`config.mk`:
```
export PLATFORM = sky130hd
export DESIGN_NAME = dmc_channel
export DESIGN_NICKNAME = d
export VERILOG_FILES = /design/src/rtl/dmc_pkg.sv /design/src/rtl/dmc_regs.sv /design/src/rtl/dmc_timer.sv /design/src/rtl/dmc_seq.sv /design/src/rtl/dmc_level.sv /design/src/rtl/dmc_channel.sv
export SDC_FILE = /design/constraint.sdc
export NUM_CORES = 1
export LEC_CHECK = 0
export BUFFER_PORTS_ARGS = -buffer_cell sky130_fd_sc_hd__buf_2
export CAP_MARGIN = 20
export CORE_UTILIZATION = 30
export DETAILED_ROUTE_END_ITERATION = 6
export SYNTH_ARGS = -nofsm -noshare
export SYNTH_HDL_FRONTEND = slang
export SYNTH_HIERARCHICAL = 1
export SYNTH_SLANG_ARGS = --single-unit
```
`constraint.sdc`:
```
create_clock -name clk -period 5.5 [get_ports clk]
set_clock_uncertainty 0.2 [all_clocks]
set_input_delay 1.375 -clock clk [delete_from_list [all_inputs] [get_ports clk]]
set_output_delay 1.375 -clock clk [all_outputs]
set_load 0.02 [all_outputs]
```
`src/rtl/dmc_pkg.sv`:
```
package dmc_pkg;

   // register indices decoded by the register block
   localparam logic [1:0] REG_RATE  = 2'd0;
   localparam logic [1:0] REG_LEVEL = 2'd1;
   localparam logic [1:0] REG_START = 2'd2;
   localparam logic [1:0] REG_LEN   = 2'd3;

   // field positions inside the rate register
   localparam int RATE_LO  = 0;
   localparam int LOOP_BIT = 6;

   localparam int PERIOD_BITS = 9;

   typedef enum logic [1:0] {
      SQ_IDLE  = 2'd0,
      SQ_FETCH = 2'd1,
      SQ_PLAY  = 2'd2
   } seq_state_e;

   // bit period in clock-enable pulses for each rate code
   function automatic logic [PERIOD_BITS-1:0] rate_period(input logic [3:0] code);
      logic [PERIOD_BITS-1:0] p;
      case (code)
         4'd0:    p = 9'd428;
         4'd1:    p = 9'd380;
         4'd2:    p = 9'd340;
         4'd3:    p = 9'd320;
         4'd4:    p = 9'd286;
         4'd5:    p = 9'd254;
         4'd6:    p = 9'd226;
         4'd7:    p = 9'd214;
         4'd8:    p = 9'd190;
         4'd9:    p = 9'd160;
         4'd10:   p = 9'd142;
         4'd11:   p = 9'd128;
         4'd12:   p = 9'd106;
         4'd13:   p = 9'd85;
         4'd14:   p = 9'd72;
         default: p = 9'd54;
      endcase
      return p;
   endfunction

endpackage

```
`src/rtl/dmc_regs.sv`:
```
module dmc_regs
   import dmc_pkg::*;
#(
   parameter int                ADDR_W      = 16,
   parameter int                LEN_W       = 15,
   parameter int                LEVEL_W     = 6,
   parameter int                PER_W       = 9,
   parameter logic [ADDR_W-1:0] BASE_ADDR   = 16'hC000,
   parameter int                START_SHIFT = 6,
   parameter int                LEN_GRAN    = 4
) (
   input  logic              clk,
   input  logic              rst_n,
   input  logic              wr_en,
   input  logic [1:0]        wr_sel,
   input  logic [7:0]        wr_data,
   output logic [PER_W-1:0]  period,
   output logic              loop_en,
   output logic [ADDR_W-1:0] cache_addr,
   output logic [LEN_W-1:0]  cache_len,
   output logic              lvl_load,
   output logic [LEVEL_W-1:0] lvl_val,
   output logic              out_lsb
);

   localparam int BYTE_BITS_LOG = 3;

   logic [3:0] rate_q;
   logic       loop_q;
   logic [7:0] start_q;
   logic [7:0] len_q;
   logic       lsb_q;

   always_ff @(posedge clk) begin
      if (!rst_n) begin
         rate_q  <= '0;
         loop_q  <= 1'b0;
         start_q <= '0;
         len_q   <= '0;
         lsb_q   <= 1'b0;
      end else if (wr_en) begin
         case (wr_sel)
            REG_RATE: begin
               rate_q <= wr_data[RATE_LO +: 4];
               loop_q <= wr_data[LOOP_BIT];
            end
            REG_LEVEL: lsb_q   <= wr_data[0];
            REG_START: start_q <= wr_data;
            default:   len_q   <= wr_data;
         endcase
      end
   end

   assign period     = PER_W'(rate_period(rate_q));
   assign loop_en    = loop_q;
   assign cache_addr = BASE_ADDR + (ADDR_W'(start_q) << START_SHIFT);
   assign cache_len  = ((LEN_W'(len_q) << LEN_GRAN) + LEN_W'(1)) << BYTE_BITS_LOG;
   assign lvl_load   = wr_en && (wr_sel == REG_LEVEL);
   assign lvl_val    = wr_data[LEVEL_W:1];
   assign out_lsb    = lsb_q;

endmodule

```
`src/rtl/dmc_timer.sv`:
```
module dmc_timer #(
   parameter int PER_W = 9
) (
   input  logic             clk,
   input  logic             rst_n,
   input  logic             run,
   input  logic             ce,
   input  logic             restart,
   input  logic [PER_W-1:0] period,
   output logic             tick
);

   logic [PER_W-1:0] cnt_q;

   // ">=" keeps the timer bounded if the period shrinks mid-count
   assign tick = run && ce && (cnt_q >= (period - PER_W'(1)));

   always_ff @(posedge clk) begin
      if (!rst_n) begin
         cnt_q <= '0;
      end else if (restart) begin
         cnt_q <= '0;
      end else if (run && ce) begin
         cnt_q <= tick ? '0 : cnt_q + PER_W'(1);
      end
   end

endmodule

```
`src/rtl/dmc_seq.sv`:
```
module dmc_seq
   import dmc_pkg::*;
#(
   parameter int                ADDR_W    = 16,
   parameter int                LEN_W     = 15,
   parameter logic [ADDR_W-1:0] WRAP_ADDR = 16'h8000,
   parameter bit                LSB_FIRST = 1'b1
) (
   input  logic              clk,
   input  logic              rst_n,
   input  logic              kill,
   input  logic              start_req,
   input  logic [ADDR_W-1:0] cache_addr,
   input  logic [LEN_W-1:0]  cache_len,
   input  logic              loop_en,
   input  logic              tick,
   input  logic              mem_ready,
   input  logic [7:0]        mem_rdata,
   output logic              mem_valid,
   output logic [ADDR_W-1:0] mem_addr,
   output logic              run,
   output logic              restart,
   output logic              bit_stb,
   output logic              bit_val
);

   seq_state_e        state_q;
   logic [ADDR_W-1:0] addr_q;
   logic [LEN_W-1:0]  remain_q;
   logic [7:0]        shreg_q;
   logic [7:0]        shreg_nxt;
   logic [ADDR_W-1:0] addr_inc;
   logic [LEN_W-1:0]  remain_dec;
   logic              go;

   generate
      if (LSB_FIRST) begin : g_lsb_first
         assign bit_val   = shreg_q[0];
         assign shreg_nxt = {1'b0, shreg_q[7:1]};
      end else begin : g_msb_first
         assign bit_val   = shreg_q[7];
         assign shreg_nxt = {shreg_q[6:0], 1'b0};
      end
   endgenerate

   assign addr_inc   = (addr_q == '1) ? WRAP_ADDR : addr_q + ADDR_W'(1);
   assign remain_dec = remain_q - LEN_W'(1);
   assign go         = start_req && (state_q == SQ_IDLE) && !kill;

   always_ff @(posedge clk) begin
      if (!rst_n) begin
         state_q  <= SQ_IDLE;
         addr_q   <= '0;
         remain_q <= '0;
         shreg_q  <= '0;
      end else if (kill) begin
         state_q  <= SQ_IDLE;
         remain_q <= '0;
      end else if (go) begin
         state_q  <= SQ_FETCH;
         addr_q   <= cache_addr;
         remain_q <= cache_len;
      end else begin
         case (state_q)
            SQ_FETCH: begin
               if (mem_ready) begin
                  shreg_q <= mem_rdata;
                  addr_q  <= addr_inc;
                  state_q <= SQ_PLAY;
               end
            end
            SQ_PLAY: begin
               if (tick) begin
                  shreg_q  <= shreg_nxt;
                  remain_q <= remain_dec;
                  if (remain_dec == '0) begin
                     if (loop_en) begin
                        addr_q   <= cache_addr;
                        remain_q <= cache_len;
                        state_q  <= SQ_FETCH;
                     end else begin
                        state_q  <= SQ_IDLE;
                     end
                  end else if (remain_dec[2:0] == 3'd0) begin
                     state_q <= SQ_FETCH;
                  end
               end
            end
            default: state_q <= SQ_IDLE;
         endcase
      end
   end

   assign mem_valid = (state_q == SQ_FETCH);
   assign mem_addr  = addr_q;
   assign run       = (state_q == SQ_PLAY);
   assign restart   = go;
   assign bit_stb   = tick && !kill;

endmodule

```
`src/rtl/dmc_level.sv`:
```
module dmc_level #(
   parameter int LEVEL_W = 6
) (
   input  logic               clk,
   input  logic               rst_n,
   input  logic               load,
   input  logic [LEVEL_W-1:0] load_val,
   input  logic               step,
   input  logic               up,
   output logic [LEVEL_W-1:0] level
);

   localparam logic [LEVEL_W-1:0] LVL_MAX = '1;
   localparam logic [LEVEL_W-1:0] LVL_MIN = LEVEL_W'(1);

   logic [LEVEL_W-1:0] lvl_q;

   always_ff @(posedge clk) begin
      if (!rst_n) begin
         lvl_q <= '0;
      end else if (load) begin
         lvl_q <= load_val;
      end else if (step) begin
         if (up && (lvl_q < LVL_MAX)) begin
            lvl_q <= lvl_q + LEVEL_W'(1);
         end else if (!up && (lvl_q > LVL_MIN)) begin
            lvl_q <= lvl_q - LEVEL_W'(1);
         end
      end
   end

   assign level = lvl_q;

endmodule

```
`src/rtl/dmc_channel.sv`:
```
module dmc_channel #(
   parameter int                ADDR_W      = 16,
   parameter int                LEVEL_W     = 6,
   parameter int                PER_W       = 9,
   parameter logic [ADDR_W-1:0] BASE_ADDR   = 16'hC000,
   parameter logic [ADDR_W-1:0] WRAP_ADDR   = 16'h8000,
   parameter int                START_SHIFT = 6,
   parameter int                LEN_GRAN    = 4,
   parameter bit                LSB_FIRST   = 1'b1
) (
   input  logic               clk,
   input  logic               rst_n,
   input  logic               cpu_ce,
   input  logic               wr_en,
   input  logic [1:0]         wr_sel,
   input  logic [7:0]         wr_data,
   input  logic               ctl_we,
   input  logic               ctl_en,
   output logic               mem_valid,
   output logic [ADDR_W-1:0]  mem_addr,
   input  logic               mem_ready,
   input  logic [7:0]         mem_rdata,
   output logic [LEVEL_W:0]   level_out
);

   localparam int LEN_W = 8 + LEN_GRAN + 3;

   generate
      if (LEVEL_W < 2 || LEVEL_W > 7) begin : g_bad_level
         $error("dmc_channel: LEVEL_W must lie in 2..7");
      end
      if (PER_W < dmc_pkg::PERIOD_BITS) begin : g_bad_per
         $error("dmc_channel: PER_W too narrow for the period list");
      end
      if (ADDR_W < 8 + START_SHIFT) begin : g_bad_addr
         $error("dmc_channel: ADDR_W too narrow for the start field");
      end
   endgenerate

   logic [PER_W-1:0]   period;
   logic               loop_en;
   logic [ADDR_W-1:0]  cache_addr;
   logic [LEN_W-1:0]   cache_len;
   logic               lvl_load;
   logic [LEVEL_W-1:0] lvl_val;
   logic               out_lsb;
   logic               run;
   logic               restart;
   logic               tick;
   logic               bit_stb;
   logic               bit_val;
   logic               kill;
   logic               start_req;
   logic [LEVEL_W-1:0] level;

   assign kill      = ctl_we && !ctl_en;
   assign start_req = ctl_we && ctl_en;

   dmc_regs #(
      .ADDR_W(ADDR_W), .LEN_W(LEN_W), .LEVEL_W(LEVEL_W), .PER_W(PER_W),
      .BASE_ADDR(BASE_ADDR), .START_SHIFT(START_SHIFT), .LEN_GRAN(LEN_GRAN)
   ) u_regs (
      .clk(clk), .rst_n(rst_n), .wr_en(wr_en), .wr_sel(wr_sel), .wr_data(wr_data),
      .period(period), .loop_en(loop_en), .cache_addr(cache_addr),
      .cache_len(cache_len), .lvl_load(lvl_load), .lvl_val(lvl_val),
      .out_lsb(out_lsb)
   );

   dmc_timer #(.PER_W(PER_W)) u_timer (
      .clk(clk), .rst_n(rst_n), .run(run), .ce(cpu_ce), .restart(restart),
      .period(period), .tick(tick)
   );

   dmc_seq #(
      .ADDR_W(ADDR_W), .LEN_W(LEN_W), .WRAP_ADDR(WRAP_ADDR), .LSB_FIRST(LSB_FIRST)
   ) u_seq (
      .clk(clk), .rst_n(rst_n), .kill(kill), .start_req(start_req),
      .cache_addr(cache_addr), .cache_len(cache_len), .loop_en(loop_en),
      .tick(tick), .mem_ready(mem_ready), .mem_rdata(mem_rdata),
      .mem_valid(mem_valid), .mem_addr(mem_addr), .run(run),
      .restart(restart), .bit_stb(bit_stb), .bit_val(bit_val)
   );

   dmc_level #(.LEVEL_W(LEVEL_W)) u_level (
      .clk(clk), .rst_n(rst_n), .load(lvl_load), .load_val(lvl_val),
      .step(bit_stb), .up(bit_val), .level(level)
   );

   assign level_out = {level, out_lsb};

endmodule

```
==> results of run 1 <==
==> worst max-delay path: stages (launching register included) <==
cell      delay, ns
dfxtp_1        0.33
nor4_1         0.32
nand2_1        0.14
nor3_1         0.20
xnor2_1        0.10
ha_1           0.32
nand4_1        0.13
or2_1          0.32
o211ai_4       0.31
and2_1         0.31
inv_1          0.11
nor2_1         0.19
o221ai_2       0.25
or4_2          0.69
a31oi_1        0.17
==> power by group through the flow <==
stage	logic (mW)	registers, mW	clock network (mW)
finish	0.231	0.686	0.714
global route	0.257	0.690	0.758
CTS	0.231	0.686	0.732
detailed placement	0.230	0.700	0
global placement	0.229	0.700	0
floorplan	0.185	0.696	0
==> kinds of logic after synthesis <==
kind of cell	share of synthesized area
fa+ha+maj	0.0543
mux	0.0556
other cells	0.00130
buf+inv	0.0826
flops	0.303
compound gates	0.214
xor+xnor	0.0380
simple gates	0.252
==> flip-flops by register name (all words and copies together), names as in the netlist <==
register,cells
u_timer/cnt_q,9
u_regs/start_q,8
u_regs/len_q,8
u_level/level,6
u_regs/out_lsb,1
u_regs/loop_en,1
u_seq/shreg_q,8
u_seq/mem_addr,16
u_seq/state_q,2
u_regs/period,9
u_seq/remain_q,15
u_regs/rate_q,4
==> synthesized netlist by cell type (6+ instances only) <==
| cell type | count | share of area |
|---|---|---|
| a211oi_1 | 15 | 0.020 |
| o21ai_0 | 16 | 0.014 |
| nand2_1 | 63 | 0.041 |
| buf_6 | 6 | 0.012 |
| nand3b_1 | 6 | 0.0078 |
| inv_1 | 24 | 0.016 |
| a32o_1 | 6 | 0.010 |
| o31ai_1 | 10 | 0.013 |
| nand3_1 | 34 | 0.030 |
| o21ai_1 | 7 | 0.0061 |
| dfxtp_1 | 87 | 0.30 |
| clkbuf_1 | 18 | 0.012 |
| nor3_1 | 19 | 0.017 |
| mux2i_1 | 29 | 0.050 |
| a211oi_2 | 12 | 0.026 |
| ha_1 | 25 | 0.054 |
| a31oi_1 | 11 | 0.012 |
| nand2b_1 | 11 | 0.012 |
| a21oi_1 | 22 | 0.019 |
| nor4_1 | 6 | 0.0065 |
| and3_1 | 10 | 0.011 |
| xor2_1 | 10 | 0.015 |
| nand4_1 | 7 | 0.0076 |
| buf_4 | 25 | 0.033 |
| nor2_1 | 43 | 0.028 |
| xnor2_1 | 15 | 0.023 |
| nor2b_1 | 24 | 0.026 |
==> through the flow <==
stage	utilization	area, um^2	power, mW	cells
final	0.338	6350	1.63	936
after detailed placement	0.320	6000	0.930	920
after floorplan	-	5810	0.882	693
after CTS	0.338	6350	1.65	936
after global routing	0.338	6350	1.71	936
after global placement	0.320	6000	0.929	920
==> per-layer routing <==
metal	GRT usage	vias up	routed length, um	part of all wire
li1	-	2487	-	-
met1	0.190	2314	6600	0.48
met2	0.239	104	6480	0.47
met3	0.0256	13	577	0.042
met4	0.0515	0	217	0.016
met5	0	-	0	0
==> final cells by class <==
cell class | instances | area [um^2] | area share
clock buffer | 10 | 239 | 0.0377
clock inverter | 6 | 108 | 0.0170
inverter | 28 | 108 | 0.0170
multi-input combinational | 519 | 3590 | 0.565
sequential | 87 | 1740 | 0.274
tap | 234 | 293 | 0.0461
timing repair buffer | 52 | 270 | 0.0426
==> final timing paths <==
kind | start | endpoint | slack [ns] | cells after the start
hold reg to reg | u_seq/shreg_q[7] | u_seq/shreg_q[7] | 0.27 | 2
setup / recovery | u_regs/period[4] | u_level/level[2] | 1.34 | 14
setup reg to reg | u_regs/period[4] | u_level/level[2] | 1.34 | 14
hold / removal | u_seq/shreg_q[7] | u_seq/shreg_q[7] | 0.27 | 2
==> key figures, run 1 <==
STA
  – RSZ-0062 raised after global routing: false
  – Setup TNS: 0 ns
  – Final period util: 0.756
  – Measured slew at the worst slew-check pin: 0.922 ns
  – Final setup violation count: 0
  – Worst slew margin relative to its limit: 0.383
  – Fin. max-slew vios: 0
  – Worst setup margin: 1.34 ns
  – Final Hold Vio Count: 0
  – Final Critical Period: 4.16 ns
  – Hold slack: 0.271 ns
  – F_max: 241 MHz

Logic synthesis
  – #FFs+latches synth: 87
  – Gate Count Post-Synth: 680
  – Synth Area per Inst: 8.47 um^2
  – Top_reg_cell synth: dfxtp_1
  – YS warnings: 6
  – Sequential share of the synthesized area: 0.303
  – Unique masters post-synth: 93
  – Number of synthesized flops with an enable pin: 0
  – Area of the mapped netlist: 5760 um^2
  – Async S/R FF share, synth: 0

Clock tree
  – Clk root buf: clkbuf_16
  – CTS tree: done
  – CTS clk-pin slew, worst paths: 0.06 ns
  – Hold_buf cts: 0
  – Clock buffer depth: 2
  – Post_cts resized: 0
  – Cts bufs inserted: 9
  – H-tree depth: 3
  – Clock Latency Late Sink: 0.35 ns
  – Post-CTS Setup Bufs: 0
  – Clock sink count: 87

Placement
  – Number of port buffers: 48
  – GPL Wtd Cong: 0.864
  – Final HPWL DP: 9.99 mm
  – Dpl ws: 1.32 ns

Outcome
  – Outcome: finished clean

GRT
  – Initial antenna violation count: 0
  – Largest net degree at the start of global routing: 60
  – Global-route wire length before repair: 23.2 mm
  – GRT Util Overall: 0.145
  – Number of global-route vias before repair: 4646
  – Gr ovfl total: 0

Worst hold path
  – Hold WC Path Type: reg -> reg

Floorplan
  – Core Rows: 50
  – Core area: 18800 um^2
  – Die Wd: 141 um
  – Top Ports: 49
  – DIE AREA: 19700 um^2
  – DIE HEIGHT: 141 um
  – Initial Utilization: 0.307

Pwr
  – Sw Pwr: 431 uW
  – P_int: 1.20 mW
  – Switching Share: 0.264
  – Clock power share: 0.438
  – Flop pwr share: 0.421
  – Combinational fraction of design power: 0.142
  – Leakage: 2.52 nW
  – VDD IR-drop max: 151 uV
  – PwrDens: 257 nW/um^2

Route
  – 1st-pass router iterations: 5
  – Per-cell routed wire length: 14.8 um
  – Vias per cell: 5.25
  – Initial drt markers: 327
  – Final WL: 13.9 mm
  – DRC: 0
  – Final ANT Viol Nets: 0
  – Vias: 4918

Finish
  – Share of cells above drive strength 1: 0.161
  – ANT cells: 0
  – Commonest non-fill, non-tap cell in the layout: dfxtp_1
  – Most frequent cells in the layout: 87 x dfxtp_1, 63 x nand2_1, 48 x buf_2
  – Nets: 747
  – Synthesis-to-finish area growth: 10.3%
  – Layout fillers: 1975

Setup path
  – Worst EP arrival: 4.23 ns
  – Type of origin of the critical path: flip-flop
  – Largest fanout on the critical path: 11
  – Worst path required time: 5.58 ns
  – Critical path endpoint category: flip-flop
  – Kind of critical path: reg -> reg

Job
  – Max Cap Violations: 0
Note: power is estimated with default switching activity, not from simulation.
==> inputs of run 2 (changes only) <==
- clock period: 5.5 -> 3.45 ns (I/O delays scaled with it)
==> run 2 against run 1 <==
Net effect: final cell count grew 4.6%; first-iteration DRC count shrank 22%; worst hold slack gained 0.00062 ns; die area unchanged; via count increased by 4.0%; core utilization rose by 2.9 points; combinational power up 94%; power up 53%; register-to-register slack got worse by 1.3 ns; design area rose by 8.5%; clock power is 33% higher; critical endpoint is now u_seq/mem_addr[7]; largest cell class unchanged; highest routed layer unchanged.
==> key figures, run 2 (synthesized netlist as in run 1, its figures left out) <==
Placement
  – Dpl ws: -0.0886 ns (-1.41 ns)
  – GPL Wtd Cong: 0.823 (-4.8%)
  – Placement Cell Area: 6270 um^2 (+4.5%)
  – Dpl cells: 951 (+3.4%)
  – Final HPWL DP: 10.3 mm (+2.9%)
  – Number of port buffers: 48 (unchanged)

STA
  – RSZ-0062 raised after global routing: true
  – Final setup violation count: 0 (unchanged)
  – Final Hold Vio Count: 0 (unchanged)
  – F_max: 298 MHz (+24%)
  – Final Critical Period: 3.36 ns (-0.798 ns)
  – Measured slew at the worst slew-check pin: 0.627 ns (-0.296 ns)
  – Fin. max-slew vios: 0 (unchanged)
  – Worst setup margin: 0.0902 ns (-1.25 ns)
  – Hold slack: 0.272 ns (+0.000617 ns)
  – Final period util: 0.974 (+0.218)
  – Worst slew margin relative to its limit: 0.580 (+0.198)
  – Setup TNS: 0 ns (unchanged)

Clock tree
  – CTS tree: done
  – Cts bufs inserted: 9 (unchanged)
  – Clk root buf: clkbuf_16
  – Clock Latency Late Sink: 0.35 ns (about the same)
  – H-tree depth: 3 (unchanged)
  – CTS clk-pin slew, worst paths: 0.07 ns (about the same)
  – Clock buffer depth: 2 (unchanged)
  – Clock sink count: 87 (unchanged)

Floorplan
  – DIE HEIGHT: 141 um (unchanged)
  – Die Wd: 141 um (unchanged)
  – Core area: 18800 um^2 (unchanged)
  – Top Ports: 49 (unchanged)
  – Core Rows: 50 (unchanged)
  – DIE AREA: 19700 um^2 (unchanged)
  – Initial Utilization: 0.307 (unchanged)

Finish
  – Most frequent cells in the layout: 84 x dfxtp_1, 60 x nand2_1, 49 x buf_2
  – ANT cells: 0 (unchanged)
  – Share of cells above drive strength 1: 0.247 (+0.0860)
  – Synthesis-to-finish area growth: 19.6%
  – Commonest non-fill, non-tap cell in the layout: dfxtp_1
  – Nets: 790 (+5.8%)
  – Largest register FFs: 16 (unchanged)
  – Final core utilization: 0.367 (+0.0287)
  – Final Cell Area: 6890 um^2 (+8.5%)
  – Non-filler instance count after layout: 979 (+4.6%)

Worst hold path
  – Hold WC Path Type: reg -> reg

Setup path
  – Kind of critical path: reg -> reg
  – Largest fanout on the critical path: 7 (-4)
  – Worst path required time: 3.50 ns (-2.08 ns)
  – Worst EP arrival: 3.40 ns (-0.83 ns)
  – Type of origin of the critical path: flip-flop
  – Critical path endpoint category: flip-flop

Pwr
  – PwrDens: 362 nW/um^2 (+41%)
  – Pwr Total: 2.49 mW (+53%)
  – VDD IR-drop max: 264 uV (+75%)
  – Leakage: 2.76 nW (+9.4%)

GRT
  – GRT Util Overall: 0.148 (+0.00249)
  – Initial antenna violation count: 0 (unchanged)
  – Largest net degree at the start of global routing: 41 (-32%)
  – Global-route wire length before repair: 23.6 mm (+1.4%)
  – Number of global-route vias before repair: 4577 (-1.5%)
  – Gr ovfl total: 0 (unchanged)

Route
  – Per-cell routed wire length: 15.3 um (+2.9%)
  – Final WL: 14.9 mm (+7.6%)
  – DRC: 0 (unchanged)
  – Final ANT Viol Nets: 0 (unchanged)
  – 1st-pass router iterations: 5 (unchanged)
  – Vias per cell: 5.23 (-0.52%)
  – Initial drt markers: 254 (-22%)
  – Vias: 5117 (+4.0%)

Outcome
  – Outcome: finished clean

Job
  – Max Cap Violations: 0 (unchanged)
run 2: changes by cell type in the layout (fill, tap and decap cells not counted), moves of 3 or more:
cell / previous run / this run
a21boi_0: 4 / 0
a21boi_2: 0 / 5
buf_12: 0 / 4
buf_4: 4 / 33
buf_6: 0 / 7
bufinv_16: 3 / 0
dfxtp_1: 87 / 84
nand2_1: 63 / 60
nand2_2: 0 / 3
nor3_1: 19 / 16
run 2: final cells by class:
| type | instances | area [um^2] |
|---|---|---|
| clock buffer | 9 | 225 |
| clock inverter | 7 | 57.6 |
| fill | 1921 | 11900 |
| inverter | 28 | 110 |
| multi-input combinational | 519 | 3750 |
| sequential | 87 | 1750 |
| tap | 234 | 293 |
| timing repair buffer | 95 | 702 |
run 2: where the power goes:
group          internal, mW  leakage, nW  total (mW)  switching (mW)
clock                 0.497        0.134       0.949           0.451
combinational         0.198         1.92       0.448           0.250
sequential             1.04        0.708        1.09          0.0513
run 2: critical path: stages (launching register included):
cell       delay [ns]
dfxtp_4          0.36
nor4_4           0.28
nand2_1          0.12
nor3_2           0.20
xnor2_1          0.10
ha_1             0.33
buf_4            0.14
nand2_1          0.05
o21a_1           0.20
o211ai_4         0.10
and2_4           0.17
inv_4            0.07
buf_6            0.11
nor2_4           0.03
a41o_4           0.28
clkbuf_16        0.18
and3_1           0.16
a31o_1           0.17
run 2: path summary, 6_finish.rpt:
kind	cells past startpoint	slack, ns	from	endpoint
hold / removal	2	0.27	u_seq/shreg_q[7]	u_seq/shreg_q[7]
hold reg to reg	2	0.27	u_seq/shreg_q[7]	u_seq/shreg_q[7]
setup / recovery	17	0.09	u_regs/period[3]	u_seq/mem_addr[7]
setup reg to reg	17	0.09	u_regs/period[3]	u_seq/mem_addr[7]
run 2: repair_timing:
item,4_1_cts,5_1_grt
hold endpoints to repair,0,0
resized for setup,6,42
pin swaps,7,34
setup buffers,0,8
hold buffers,0,0
gates cloned,0,4
setup endpoints to repair,4,28
run 2: routing by layer:
layer | GRT usage | vias up | share of wire
li1 | - | 2573 | -
met1 | 0.200 | 2383 | 0.46
met2 | 0.238 | 150 | 0.48
met3 | 0.0342 | 11 | 0.054
met4 | 0.0332 | 0 | 0.0079
met5 | 0 | - | 0
==> inputs of run 3 (changes only) <==
- ABC_AREA: not set -> 1
- SETUP_SLACK_MARGIN: not set -> 0.3
==> run 3 against run 2 <==
Net effect: first-iteration DRC count increased by 32%; clock power up 12%; global-route usage is 0.13 points higher; sequential power rose by 11%.
==> key figures, run 3 <==
Floorplan
  – Initial Utilization: 0.305 (-0.00133)
  – Core Rows: 51 (+2.0%)
  – Top Ports: 49 (unchanged)
  – DIE HEIGHT: 143 um (+1.4%)
  – Die Wd: 143 um (+1.4%)
  – DIE AREA: 20300 um^2 (+2.9%)
  – Core area: 19400 um^2 (+3.4%)

Logic synthesis
  – Top_reg_cell synth: dfxtp_1
  – Commonest cells post-synth: 242 x nand2_1, 117 x inv_1, 100 x nor2_1
  – Count leader, synth: nand2_1
  – Sequential share of the synthesized area: 0.294 (-0.00856)
  – Dominant cell type by area after synthesis: dfxtp_1
  – Async S/R FF share, synth: 0 (unchanged)
  – Gate Count Post-Synth: 915 (+35%)
  – Number of synthesized flops with an enable pin: 0 (unchanged)
  – #FFs+latches synth: 87 (unchanged)
  – Area of the mapped netlist: 5920 um^2 (+2.9%)
  – Unique masters post-synth: 42 (-55%)
  – Synth area leaders: dfxtp_1 29%, nand2_1 15%, inv_1 7.4%
  – YS warnings: 6 (unchanged)
  – Synth Area per Inst: 6.47 um^2 (-24%)
  – Post-synth top area share: 0.294 (-0.00856)

Finish
  – Largest register FFs: 16 (unchanged)
  – Non-filler instance count after layout: 1231 (+26%)
  – Synthesis-to-finish area growth: 16.2%
  – Layout fillers: 2109 (+9.8%)
  – Multi-input logic area: 3570 um^2 (-4.8%)
  – Nets: 1010 (+28%)
  – Most frequent cells in the layout: 235 x nand2_1, 111 x inv_1, 98 x nor2_1
  – Share of cells above drive strength 1: 0.171 (-0.0760)
  – Register Area: 1740 um^2 (-0.22%)
  – Commonest non-fill, non-tap cell in the layout: nand2_1

STA
  – Worst setup margin: 0.420 ns (+0.330 ns)
  – Final setup violation count: 0 (unchanged)
  – Final period util: 0.878 (-0.0956)
  – Setup TNS: 0 ns (unchanged)
  – Hold slack: 0.249 ns (-0.0226 ns)
  – Measured slew at the worst slew-check pin: 0.560 ns (-0.0669 ns)
  – F_max: 330 MHz (+11%)
  – Final Hold Vio Count: 0 (unchanged)
  – RSZ-0062 raised after global routing: true
  – Worst slew margin relative to its limit: 0.627 (+0.0462)
  – Fin. max-slew vios: 0 (unchanged)
  – Final Critical Period: 3.03 ns (-0.330 ns)

Setup path
  – Reg-to-Reg Start: u_regs/period[0]
  – CP startpoint: u_regs/period[0]
  – Worst EP arrival: 3.10 ns (-0.30 ns)
  – Reg2reg path depth: 22 (+5)
  – Largest fanout on the critical path: 8 (+1)
  – Kind of critical path: reg -> reg
  – Worst path required time: 3.52 ns (+0.02 ns)
  – RR Endpoint: u_seq/mem_addr[6]
  – Reg2Reg Setup Slack: 0.42 ns (+0.33 ns)
  – Critical path endpoint category: flip-flop
  – Type of origin of the critical path: flip-flop
  – Worst setup path end: u_seq/mem_addr[6]

GRT
  – Global-route wire length before repair: 24.1 mm (+2.4%)
  – Number of global-route vias before repair: 5056 (+10%)
  – GRT Util Overall: 0.149 (+0.00132)
  – Largest net degree at the start of global routing: 27 (-34%)
  – Initial antenna violation count: 0 (unchanged)
  – Gr ovfl total: 0 (unchanged)

Route
  – DRC: 0 (unchanged)
  – Initial drt markers: 336 (+32%)
  – Final ANT Viol Nets: 0 (unchanged)
  – Final WL: 14.7 mm (-1.4%)
  – Vias per cell: 4.49 (-14%)
  – Per-cell routed wire length: 12.0 um (-22%)
  – Vias: 5530 (+8.1%)
  – 1st-pass router iterations: 4 (-1)

Clock tree
  – Hold_buf cts: 0 (unchanged)
  – Clock sink count: 87 (unchanged)
  – H-tree depth: 3 (unchanged)
  – CTS tree: done
  – Clk root buf: clkbuf_16
  – Clock Latency Late Sink: 0.35 ns (about the same)
  – Clock buffer depth: 2 (unchanged)
  – CTS clk-pin slew, worst paths: 0.06 ns (about the same)
  – Cts bufs inserted: 9 (unchanged)

Pwr
  – VDD IR-drop max: 308 uV (+17%)
  – Leakage: 3.21 nW (+16%)
  – PwrDens: 516 nW/um^2 (+43%)

Placement
  – Dpl ws: 0.124 ns (+0.212 ns)
  – Final HPWL DP: 10.8 mm (+5.2%)
  – GPL Wtd Cong: 0.858 (+4.3%)
  – Number of port buffers: 48 (unchanged)
  – Dpl cells: 1204 (+27%)

Worst hold path
  – Hold WC Path Type: reg -> reg

Outcome
  – Outcome: finished clean

Job
  – Max Cap Violations: 0 (unchanged)
-- run 3: cell count changes after synthesis, sizes merged, moves of 26 or more --
cell and delta:
a211oi -26, inv +94, mux2i -29, nand2 +197, nand3 +54, nor2 +72, o21ai +27
-- run 3: cell type report --
type                       count  share of cell area
multi-input combinational    670               0.519
sequential                    87               0.253
inverter                     126              0.0714
timing repair buffer          65              0.0601
tap                          265              0.0482
clock buffer                   9              0.0327
clock inverter                 7              0.0140
timing repair inverter         1             0.00109
antenna                        1            0.000363
-- run 3: how the worst min path moves through the flow --
stage,from,to,slack [ns],cells past startpoint
2_1_floorplan,u_regs/len_q[0],u_regs/len_q[0],0.22,2
3_3_place_gp,u_regs/len_q[5],u_regs/len_q[5],0.23,2
3_5_place_dp,u_regs/len_q[4],u_regs/len_q[4],0.24,2
4_1_cts,u_regs/len_q[4],u_regs/len_q[4],0.25,2
5_1_grt,u_regs/len_q[0],u_regs/len_q[0],0.27,2
6_report,u_regs/len_q[5],u_regs/len_q[5],0.25,2
-- run 3: what timing repair did --
action,in CTS,in global routing
setup buffers,2,4
endpoints found under the hold margin,0,0
resized for setup,6,36
endpoints found under the setup margin,34,46
pin swaps,0,25
cloned,1,3
-- run 3: metrics by stage --
stage	power, mW	area [um^2]	utilization
2_1_floorplan	2.09	5970	-
6_report	3.55	6890	0.355
4_1_cts	3.48	6680	0.344
5_1_grt	3.80	6880	0.355
3_3_place_gp	2.34	6310	0.325
3_5_place_dp	2.35	6310	0.325
-- run 3: cell families (layout without fill, tap and decap cells) --
group / count (synthesis) / count (layout) / synth area share
DFF: 87 / 87 / 0.294
other: 2 / 16 / 0.00127
adders and majority gates: 25 / 25 / 0.0528
and+or+nand+nor: 487 / 488 / 0.374
xor gates and xnor gates: 26 / 26 / 0.0384
AOI/OAI and AO/OA: 116 / 116 / 0.107
buffers and inverters: 172 / 208 / 0.133
-- run 3: power breakdown --
| group | leakage, nW | internal (mW) | switching [mW] |
|---|---|---|---|
| clock network | 0.148 | 0.636 | 0.424 |
| registers | 0.710 | 1.11 | 0.0997 |
| logic | 2.35 | 0.482 | 0.803 |
| total | 3.21 | 2.23 | 1.33 |
-- run 3: worst max-delay path: stages (launching register included) --
cell	delay, ns
dfxtp_2	0.32
inv_2	0.07
ha_4	0.13
nand2_2	0.05
nor2_1	0.10
nand2_1	0.08
nor3_2	0.20
xnor2_1	0.10
ha_1	0.33
nand2_2	0.07
nor2_2	0.09
nand2_1	0.07
nor2_2	0.09
nor2_1	0.05
nand2_1	0.06
nand2_2	0.08
inv_4	0.10
o22ai_4	0.08
a21oi_4	0.16
buf_12	0.16
clkbuf_16	0.14
nand3_1	0.06
a21oi_1	0.15
-- run 3: per-layer routing --
metal  wire [um]  GRT usage  vias up
met5           0          0        -
li1            -          -     2953
met3         423     0.0276       17
met2        6840      0.254       69
met4         233     0.0475        0
met1        7240      0.188     2491
